===== config.mk =====
export PLATFORM = sky130hd
export DESIGN_NAME = adc_cal_path
export DESIGN_NICKNAME = d
export VERILOG_FILES = /design/src/rtl/adc_cal_pkg.sv /design/src/rtl/adc_cal_chop_ofs.sv /design/src/rtl/adc_cal_gain.sv /design/src/rtl/adc_cal_fmt.sv /design/src/rtl/adc_cal_path.sv
export SDC_FILE = /design/constraint.sdc
export NUM_CORES = 1
export LEC_CHECK = 0
export BUFFER_PORTS_ARGS = -buffer_cell sky130_fd_sc_hd__buf_2
export CAP_MARGIN = 0
export CELL_PAD_IN_SITES_DETAIL_PLACEMENT = 2
export CELL_PAD_IN_SITES_GLOBAL_PLACEMENT = 2
export CORE_ASPECT_RATIO = 1.2
export CORE_MARGIN = 2
export CORE_UTILIZATION = 44
export CTS_BUF_LIST = sky130_fd_sc_hd__clkbuf_16
export DETAILED_ROUTE_END_ITERATION = 10
export GPL_ROUTABILITY_DRIVEN = 0
export PLACE_DENSITY_LB_ADDON = 0.1
export SYNTH_ARGS = -nofsm -noshare
export SYNTH_HDL_FRONTEND = slang
export SYNTH_SLANG_ARGS = --single-unit

===== constraint.sdc =====
create_clock -name clk -period 14.8 [get_ports clk]
set_input_delay 2.96 -clock clk [delete_from_list [all_inputs] [get_ports clk]]
set_output_delay 2.96 -clock clk [all_outputs]
set_load 0.005 [all_outputs]

===== src/rtl/adc_cal_pkg.sv =====
package adc_cal_pkg;
   typedef enum logic {
      FMT_TWOS   = 1'b0,
      FMT_OFSBIN = 1'b1
   } code_fmt_e;

   localparam int DEF_IN_W   = 24;
   localparam int DEF_GAIN_W = 16;
   localparam int DEF_FRAC_W = 15;
   localparam int DEF_OUT_W  = 16;
endpackage


===== src/rtl/adc_cal_chop_ofs.sv =====
module adc_cal_chop_ofs #(
   parameter int IN_W         = 24,
   parameter int SIDE_W       = 17,
   parameter bit CHOP_SUPPORT = 1'b1,
   localparam int D_W         = IN_W + 2
) (
   input  logic                  clk,
   input  logic                  rst_n,
   input  logic                  in_valid,
   input  logic [IN_W-1:0]       in_data,
   input  logic                  chop_en,
   input  logic [IN_W-1:0]       offset,
   input  logic [SIDE_W-1:0]     side_in,
   output logic                  s_valid,
   output logic                  s_chop,
   output logic signed [D_W-1:0] s_diff,
   output logic [SIDE_W-1:0]     side_out
);
   logic                   take_now;
   logic                   chop_take;
   logic signed [IN_W:0]   sel_val;

   generate
      if (IN_W < 8) begin : g_bad_width
         $error("adc_cal_chop_ofs: IN_W too small");
      end
   endgenerate

   generate
      if (CHOP_SUPPORT) begin : g_chop
         logic                 phase_q;
         logic [IN_W-1:0]      held_q;
         logic signed [IN_W:0] pair_sum;
         logic signed [IN_W:0] pair_avg;

         always_ff @(posedge clk) begin
            if (!rst_n) begin
               phase_q <= 1'b0;
               held_q  <= '0;
            end else if (!chop_en) begin
               phase_q <= 1'b0;
            end else if (in_valid) begin
               phase_q <= ~phase_q;
               if (!phase_q) held_q <= in_data;
            end
         end

         always_comb begin
            pair_sum  = $signed({held_q[IN_W-1], held_q}) + $signed({in_data[IN_W-1], in_data});
            pair_avg  = pair_sum >>> 1;
            take_now  = in_valid && (!chop_en || phase_q);
            chop_take = take_now && chop_en;
            sel_val   = chop_en ? pair_avg : $signed({in_data[IN_W-1], in_data});
         end
      end else begin : g_nochop
         always_comb begin
            take_now  = in_valid;
            chop_take = 1'b0;
            sel_val   = $signed({in_data[IN_W-1], in_data});
         end
      end
   endgenerate

   always_ff @(posedge clk) begin
      if (!rst_n) begin
         s_valid  <= 1'b0;
         s_chop   <= 1'b0;
         s_diff   <= '0;
         side_out <= '0;
      end else begin
         s_valid <= take_now;
         s_chop  <= chop_take;
         if (take_now) begin
            s_diff   <= $signed({sel_val[IN_W], sel_val}) - $signed({{2{offset[IN_W-1]}}, offset});
            side_out <= side_in;
         end
      end
   end

   // a chop result needs two strobes, so chop results never land on adjacent cycles
   assert_chop_pair_R3: assert property (@(posedge clk) disable iff (!rst_n)
      (s_valid && s_chop) |=> !(s_valid && s_chop));
endmodule


===== src/rtl/adc_cal_gain.sv =====
module adc_cal_gain #(
   parameter int D_W    = 26,
   parameter int G_W    = 16,
   localparam int P_W   = D_W + G_W + 1
) (
   input  logic                  clk,
   input  logic                  rst_n,
   input  logic                  d_valid,
   input  logic signed [D_W-1:0] d_diff,
   input  logic [G_W-1:0]        d_gain,
   input  logic                  d_fmt,
   output logic                  p_valid,
   output logic signed [P_W-1:0] p_prod,
   output logic                  p_fmt
);
   logic signed [P_W-1:0] prod_c;

   generate
      if (G_W < 2) begin : g_bad_gain
         $error("adc_cal_gain: G_W too small");
      end
   endgenerate

   always_comb prod_c = d_diff * $signed({1'b0, d_gain});

   always_ff @(posedge clk) begin
      if (!rst_n) begin
         p_valid <= 1'b0;
         p_prod  <= '0;
         p_fmt   <= 1'b0;
      end else begin
         p_valid <= d_valid;
         if (d_valid) begin
            p_prod <= prod_c;
            p_fmt  <= d_fmt;
         end
      end
   end

   // a zero gain coefficient must give a zero product
   assert_zero_gain_R5: assert property (@(posedge clk) disable iff (!rst_n)
      (d_valid && d_gain == '0) |=> (p_prod == '0));
endmodule


===== src/rtl/adc_cal_fmt.sv =====
module adc_cal_fmt #(
   parameter int P_W   = 43,
   parameter int SHIFT = 23,
   parameter int OUT_W = 16
) (
   input  logic                  clk,
   input  logic                  rst_n,
   input  logic                  p_valid,
   input  logic signed [P_W-1:0] p_prod,
   input  logic                  p_fmt,
   output logic                  out_valid,
   output logic [OUT_W-1:0]      out_code
);
   import adc_cal_pkg::*;

   localparam logic signed [P_W:0] HALF = {{(P_W-SHIFT+1){1'b0}}, 1'b1, {(SHIFT-1){1'b0}}};
   localparam logic signed [P_W:0] MAXV = {{(P_W-OUT_W+2){1'b0}}, {(OUT_W-1){1'b1}}};
   localparam logic signed [P_W:0] MINV = {{(P_W-OUT_W+2){1'b1}}, {(OUT_W-1){1'b0}}};

   logic signed [P_W:0]  rnd;
   logic                 over_hi;
   logic                 over_lo;
   logic [OUT_W-1:0]     clamped;
   logic [OUT_W-1:0]     coded;

   generate
      if (SHIFT < 1 || SHIFT + OUT_W > P_W) begin : g_bad_shift
         $error("adc_cal_fmt: SHIFT out of range");
      end
   endgenerate

   always_comb begin
      rnd     = ($signed({p_prod[P_W-1], p_prod}) + HALF) >>> SHIFT;
      over_hi = rnd > MAXV;
      over_lo = rnd < MINV;
      if (over_hi)      clamped = MAXV[OUT_W-1:0];
      else if (over_lo) clamped = MINV[OUT_W-1:0];
      else              clamped = rnd[OUT_W-1:0];
      if (code_fmt_e'(p_fmt) == FMT_OFSBIN) coded = {~clamped[OUT_W-1], clamped[OUT_W-2:0]};
      else                                   coded = clamped;
   end

   always_ff @(posedge clk) begin
      if (!rst_n) begin
         out_valid <= 1'b0;
         out_code  <= '0;
      end else begin
         out_valid <= p_valid;
         if (p_valid) out_code <= coded;
      end
   end

   // positive overflow lands on positive full scale (either format)
   assert_sat_hi_R7: assert property (@(posedge clk) disable iff (!rst_n)
      (p_valid && over_hi) |=> (out_code[OUT_W-2:0] == {(OUT_W-1){1'b1}}
                                && out_code[OUT_W-1] == $past(p_fmt)));
   // negative overflow lands on negative full scale (either format)
   assert_sat_lo_R7: assert property (@(posedge clk) disable iff (!rst_n)
      (p_valid && over_lo) |=> (out_code[OUT_W-2:0] == '0
                                && out_code[OUT_W-1] == !$past(p_fmt)));
endmodule


===== src/rtl/adc_cal_path.sv =====
module adc_cal_path #(
   parameter int IN_W         = adc_cal_pkg::DEF_IN_W,
   parameter int GAIN_W       = adc_cal_pkg::DEF_GAIN_W,
   parameter int FRAC_W       = adc_cal_pkg::DEF_FRAC_W,
   parameter int OUT_W        = adc_cal_pkg::DEF_OUT_W,
   parameter bit CHOP_SUPPORT = 1'b1
) (
   input  logic              clk,
   input  logic              rst_n,
   input  logic              in_valid,
   input  logic [IN_W-1:0]   in_data,
   input  logic              chop_en,
   input  logic [IN_W-1:0]   offset,
   input  logic [GAIN_W-1:0] gain,
   input  logic              fmt_offset_bin,
   output logic              out_valid,
   output logic [OUT_W-1:0]  out_code
);
   localparam int D_W    = IN_W + 2;
   localparam int P_W    = D_W + GAIN_W + 1;
   localparam int SHIFT  = FRAC_W + IN_W - OUT_W;
   localparam int SIDE_W = GAIN_W + 1;

   generate
      if (OUT_W < 2 || OUT_W > IN_W) begin : g_bad_out
         $error("adc_cal_path: OUT_W must lie in 2..IN_W");
      end
      if (FRAC_W >= GAIN_W) begin : g_bad_frac
         $error("adc_cal_path: FRAC_W must be below GAIN_W");
      end
   endgenerate

   logic                  s_valid;
   logic                  s_chop;
   logic signed [D_W-1:0] s_diff;
   logic [SIDE_W-1:0]     s_side;
   logic                  p_valid;
   logic signed [P_W-1:0] p_prod;
   logic                  p_fmt;

   adc_cal_chop_ofs #(
      .IN_W(IN_W), .SIDE_W(SIDE_W), .CHOP_SUPPORT(CHOP_SUPPORT)
   ) u_stage1 (
      .clk(clk), .rst_n(rst_n),
      .in_valid(in_valid), .in_data(in_data), .chop_en(chop_en), .offset(offset),
      .side_in({fmt_offset_bin, gain}),
      .s_valid(s_valid), .s_chop(s_chop), .s_diff(s_diff), .side_out(s_side)
   );

   adc_cal_gain #(.D_W(D_W), .G_W(GAIN_W)) u_stage2 (
      .clk(clk), .rst_n(rst_n),
      .d_valid(s_valid), .d_diff(s_diff),
      .d_gain(s_side[GAIN_W-1:0]), .d_fmt(s_side[GAIN_W]),
      .p_valid(p_valid), .p_prod(p_prod), .p_fmt(p_fmt)
   );

   adc_cal_fmt #(.P_W(P_W), .SHIFT(SHIFT), .OUT_W(OUT_W)) u_stage3 (
      .clk(clk), .rst_n(rst_n),
      .p_valid(p_valid), .p_prod(p_prod), .p_fmt(p_fmt),
      .out_valid(out_valid), .out_code(out_code)
   );

   // with chop off, a strobe reaches the output exactly three clocks later
   assert_latency_R2: assert property (@(posedge clk) disable iff (!rst_n)
      (in_valid && !chop_en) |-> ##3 out_valid);
endmodule


==> results by group <==
Clock tree
  • H-tree depth: 3
  • CTS tree: built
  • Clock Sinks: 109
  • Reg clk slew, reported paths: 100 ps
  • Root buffer cell: clkbuf_16
  • # Post-CTS Setup Buffers: 0
  • Hold buffers post-CTS: 0
  • Clock buffer depth: 2
  • Worst skew pair latency: 410 ps
  • Post-CTS Resized: 0
  • CTS Buf Count: 9

Power and ir drop
  • Clock power share: 23.1%
  • Internal power: 640 uW
  • Worst VDD drop: 0.0608 mV
  • Reg power frac: 30.7%
  • Sw Share: 45.8%
  • NetSw: 542 uW
  • Lkg Pwr: 0.0114 uW
  • Comb pwr share: 46.2%
  • Pwr dens: 52.5 mW/mm^2

Finish
  • Fraction of layout cells with a size suffix above 1: 7.17%
  • Area grow syn2layout: 6.12%
  • Fin nets: 3117

Timing
  • Unrepaired setup endpoints after global routing: no
  • WHS: 466 ps
  • Final setup viols: 0
  • Hold Violations, Final: 0
  • Fin worst setup slack: 7320 ps
  • Worst-margin pin slew: 1240 ps
  • Final Cycle Share: 50.5%
  • Fin. max-slew vios: 0
  • Worst slew margin: 17.1%
  • Max frequency: 0.134 GHz
  • Skew final: 23.0 ps
  • TNS Setup: 0 ps
  • Min Tclk post-route: 7480 ps

Route
  • Antenna-violating nets left: 0
  • Routed vias: 17200
  • Routed len/inst: 23.1 um
  • DRT iter0 DRCs: 559
  • Routed wire length: 72200 um
  • Via density: 5.49
  • DRC violations left: 0
  • Drt first pass iters: 5

Placement
  • Number of port buffers: 85
  • Pre-CTS setup slack: 7140 ps
  • Hpwl dp: 57900 um

Worst hold path
  • Hold Crit Class: reg -> reg
  • Hold path depth: 2
  • Hold wc startpoint: u_stage1.side_out[4]
  • Worst Hold End: u_stage1.side_out[4]

Global routing
  • Total gr overflow: 0
  • Initial antenna violation count: 1
  • First-pass GRT wire length: 116000 um
  • Vias in the first global route: 21000
  • Overall Global Routing Usage: 30.4%
  • Largest net degree at the start of global routing: 62

Yosys
  • Post-Syn Area: 0.0212 mm^2
  • Netlist cell types: 77
  • Ys async rst share: 0%
  • Post-synthesis sequential area ratio: 10.3%
  • Post-synth top area cell: fa_1
  • Synth area leaders: fa_1 38%, dfxtp_1 10%, inv_1 9.3%
  • Post-Syn Instances: 2478
  • Syn. warnings: 0
  • Flops & latches, synth: 109
  • Post-synth EDFFs: 0
  • Synth top area share: 38.2%
  • Mapped Avg Cell Area: 8.57 um^2
  • Syn nets: 3103
  • Synth Flop Type: dfxtp_1

Floorplan
  • FP Rows: 88
  • Initial Util: 44.3%
  • Die area: 0.0500 mm^2
  • Chip width: 205 um
  • Core Region: 0.0479 mm^2
  • Die height: 245 um
  • Boundary pin count: 86

Worst setup path
  • Worst reg2reg path endpoint: u_stage2.p_prod[42]
  • Kind of critical path: reg -> reg
  • CP arrival: 7730 ps
  • Worst-path maximum fanout: 15
  • Critical Path RT: 15050 ps
  • Worst reg2reg path depth: 20
  • Worst setup SP type: register
  • CP Capture Type: register
  • Critical R2R Launch: u_stage1.side_out[13]
  • Register-to-Register Setup Slack: 7320 ps

Flow run
  • MaxCap Viol Count: 0

Outcome
  • Outcome: completed
## metrics by stage
step,total power (uW),cell area [um^2],std cells,util (%)
6_report,1180,22500,3128,47.1
5_1_grt,1270,22500,3128,47.1
4_1_cts,1190,22500,3127,47.0
3_5_place_dp,915,22200,3111,46.4
3_3_place_gp,873,22200,3111,46.4
2_1_floorplan,710,21200,2478,-
## routing by layer
layer	global-route usage [%]	share of wire, %
met1	32.4	37
met2	58.3	55
met3	2.34	2.1
met4	16.9	5.9
met5	0	0
## how the worst max path moves through the flow
stage | start | end | slack [ps]
floorplan | in_data[0] | u_stage1.s_diff[23] | 8110
global placement | in_data[0] | u_stage1.s_diff[23] | 7300
detailed placement | in_data[0] | u_stage1.s_diff[23] | 7140
CTS | u_stage1.side_out[13] | u_stage2.p_prod[41] | 7380
global route | in_data[0] | u_stage1.s_diff[23] | 6960
finish | u_stage1.side_out[13] | u_stage2.p_prod[42] | 7320
## cell usage in the layout, fill, tap and decap left out, types with 32 or more instances in the layout
cell and instances:
a21oi_1 119, nor2_1 48, inv_1 524, a21o_1 44
buf_2 85, o21ai_0 44, xor2_1 33, fa_1 405
xnor2_1 42, nand2_1 399, nand3_1 32, and2_1 177
dfxtp_1 109, ha_1 151
## flip-flops by register name (all words and copies together) (netlist names)
name	cells
u_stage2.p_valid	1
u_stage1.g_chop.held_q	24
u_stage3.out_valid	1
u_stage1.s_diff	26
u_stage2.p_prod	21
u_stage3.out_code	16
u_stage1.side_out	17
u_stage1.s_valid	1
u_stage2.p_fmt	1
u_stage1.g_chop.phase_q	1
## final cells by class
| cell class | count | area, um^2 |
|---|---|---|
| Clock inverter | 7 | 91.3 |
| Multi-Input combinational cell | 1735 | 16700 |
| Clock buffer | 9 | 225 |
| Antenna cell | 1 | 2.50 |
| Fill cell | 5384 | 25400 |
| Tap cell | 630 | 788 |
| Timing Repair Buffer | 111 | 621 |
| Sequential cell | 109 | 2180 |
| Inverter | 526 | 1970 |
## critical path, stage by stage (launching register included)
cell	delay (ps)
dfxtp_1	820
buf_4	360
and2_1	190
fa_1	410
fa_1	470
fa_1	550
fa_1	540
fa_1	550
inv_1	60
fa_1	650
inv_1	70
ha_1	400
nand4_1	150
nor2_1	240
nand4_1	130
o221ai_1	420
a31oi_1	350
o21ai_0	480
a211oi_1	140
a41oi_1	220
a31oi_1	110
## Yosys cell counts, types with 4 or more instances
| library cell | n |
|---|---|
| inv_1 | 525 |
| fa_1 | 405 |
| nand2_1 | 399 |
| and2_1 | 178 |
| ha_1 | 151 |
| a21oi_1 | 119 |
| dfxtp_1 | 109 |
| clkbuf_1 | 102 |
| nor2_1 | 48 |
| a21o_1 | 44 |
| o21ai_0 | 44 |
| xnor2_1 | 42 |
| xor2_1 | 33 |
| nand3_1 | 32 |
| a31oi_1 | 18 |
| and3_1 | 16 |
| mux2_2 | 16 |
| nand2b_1 | 15 |
| o211ai_1 | 14 |
| nand4_1 | 13 |
| nor3_1 | 11 |
| nand3b_1 | 10 |
| nor2b_1 | 10 |
| o211ai_2 | 10 |
| a211oi_1 | 9 |
| o21ai_1 | 8 |
| mux2i_1 | 6 |
| or3_1 | 6 |
| nand4b_1 | 5 |
| o21a_1 | 5 |
| a211oi_2 | 4 |
| o21ai_2 | 4 |
| o221ai_1 | 4 |
| o22ai_1 | 4 |
## power by group through the flow
stage          clock network, uW  logic, uW  registers, uW
2_1_floorplan                  0        378            332
3_3_place_gp                   0        506            366
3_5_place_dp                   0        547            368
4_1_cts                      280        553            362
5_1_grt                      289        612            365
6_report                     273        547            363
## cell families after synthesis
family | synth area share (%)
xor+xnor | 3.09
flops | 10.3
simple gates | 17.0
compound gates | 10.1
mux | 1.13
buf+inv | 11.3
fa+ha+maj | 47.1
Power figures use the tool's default switching activity.
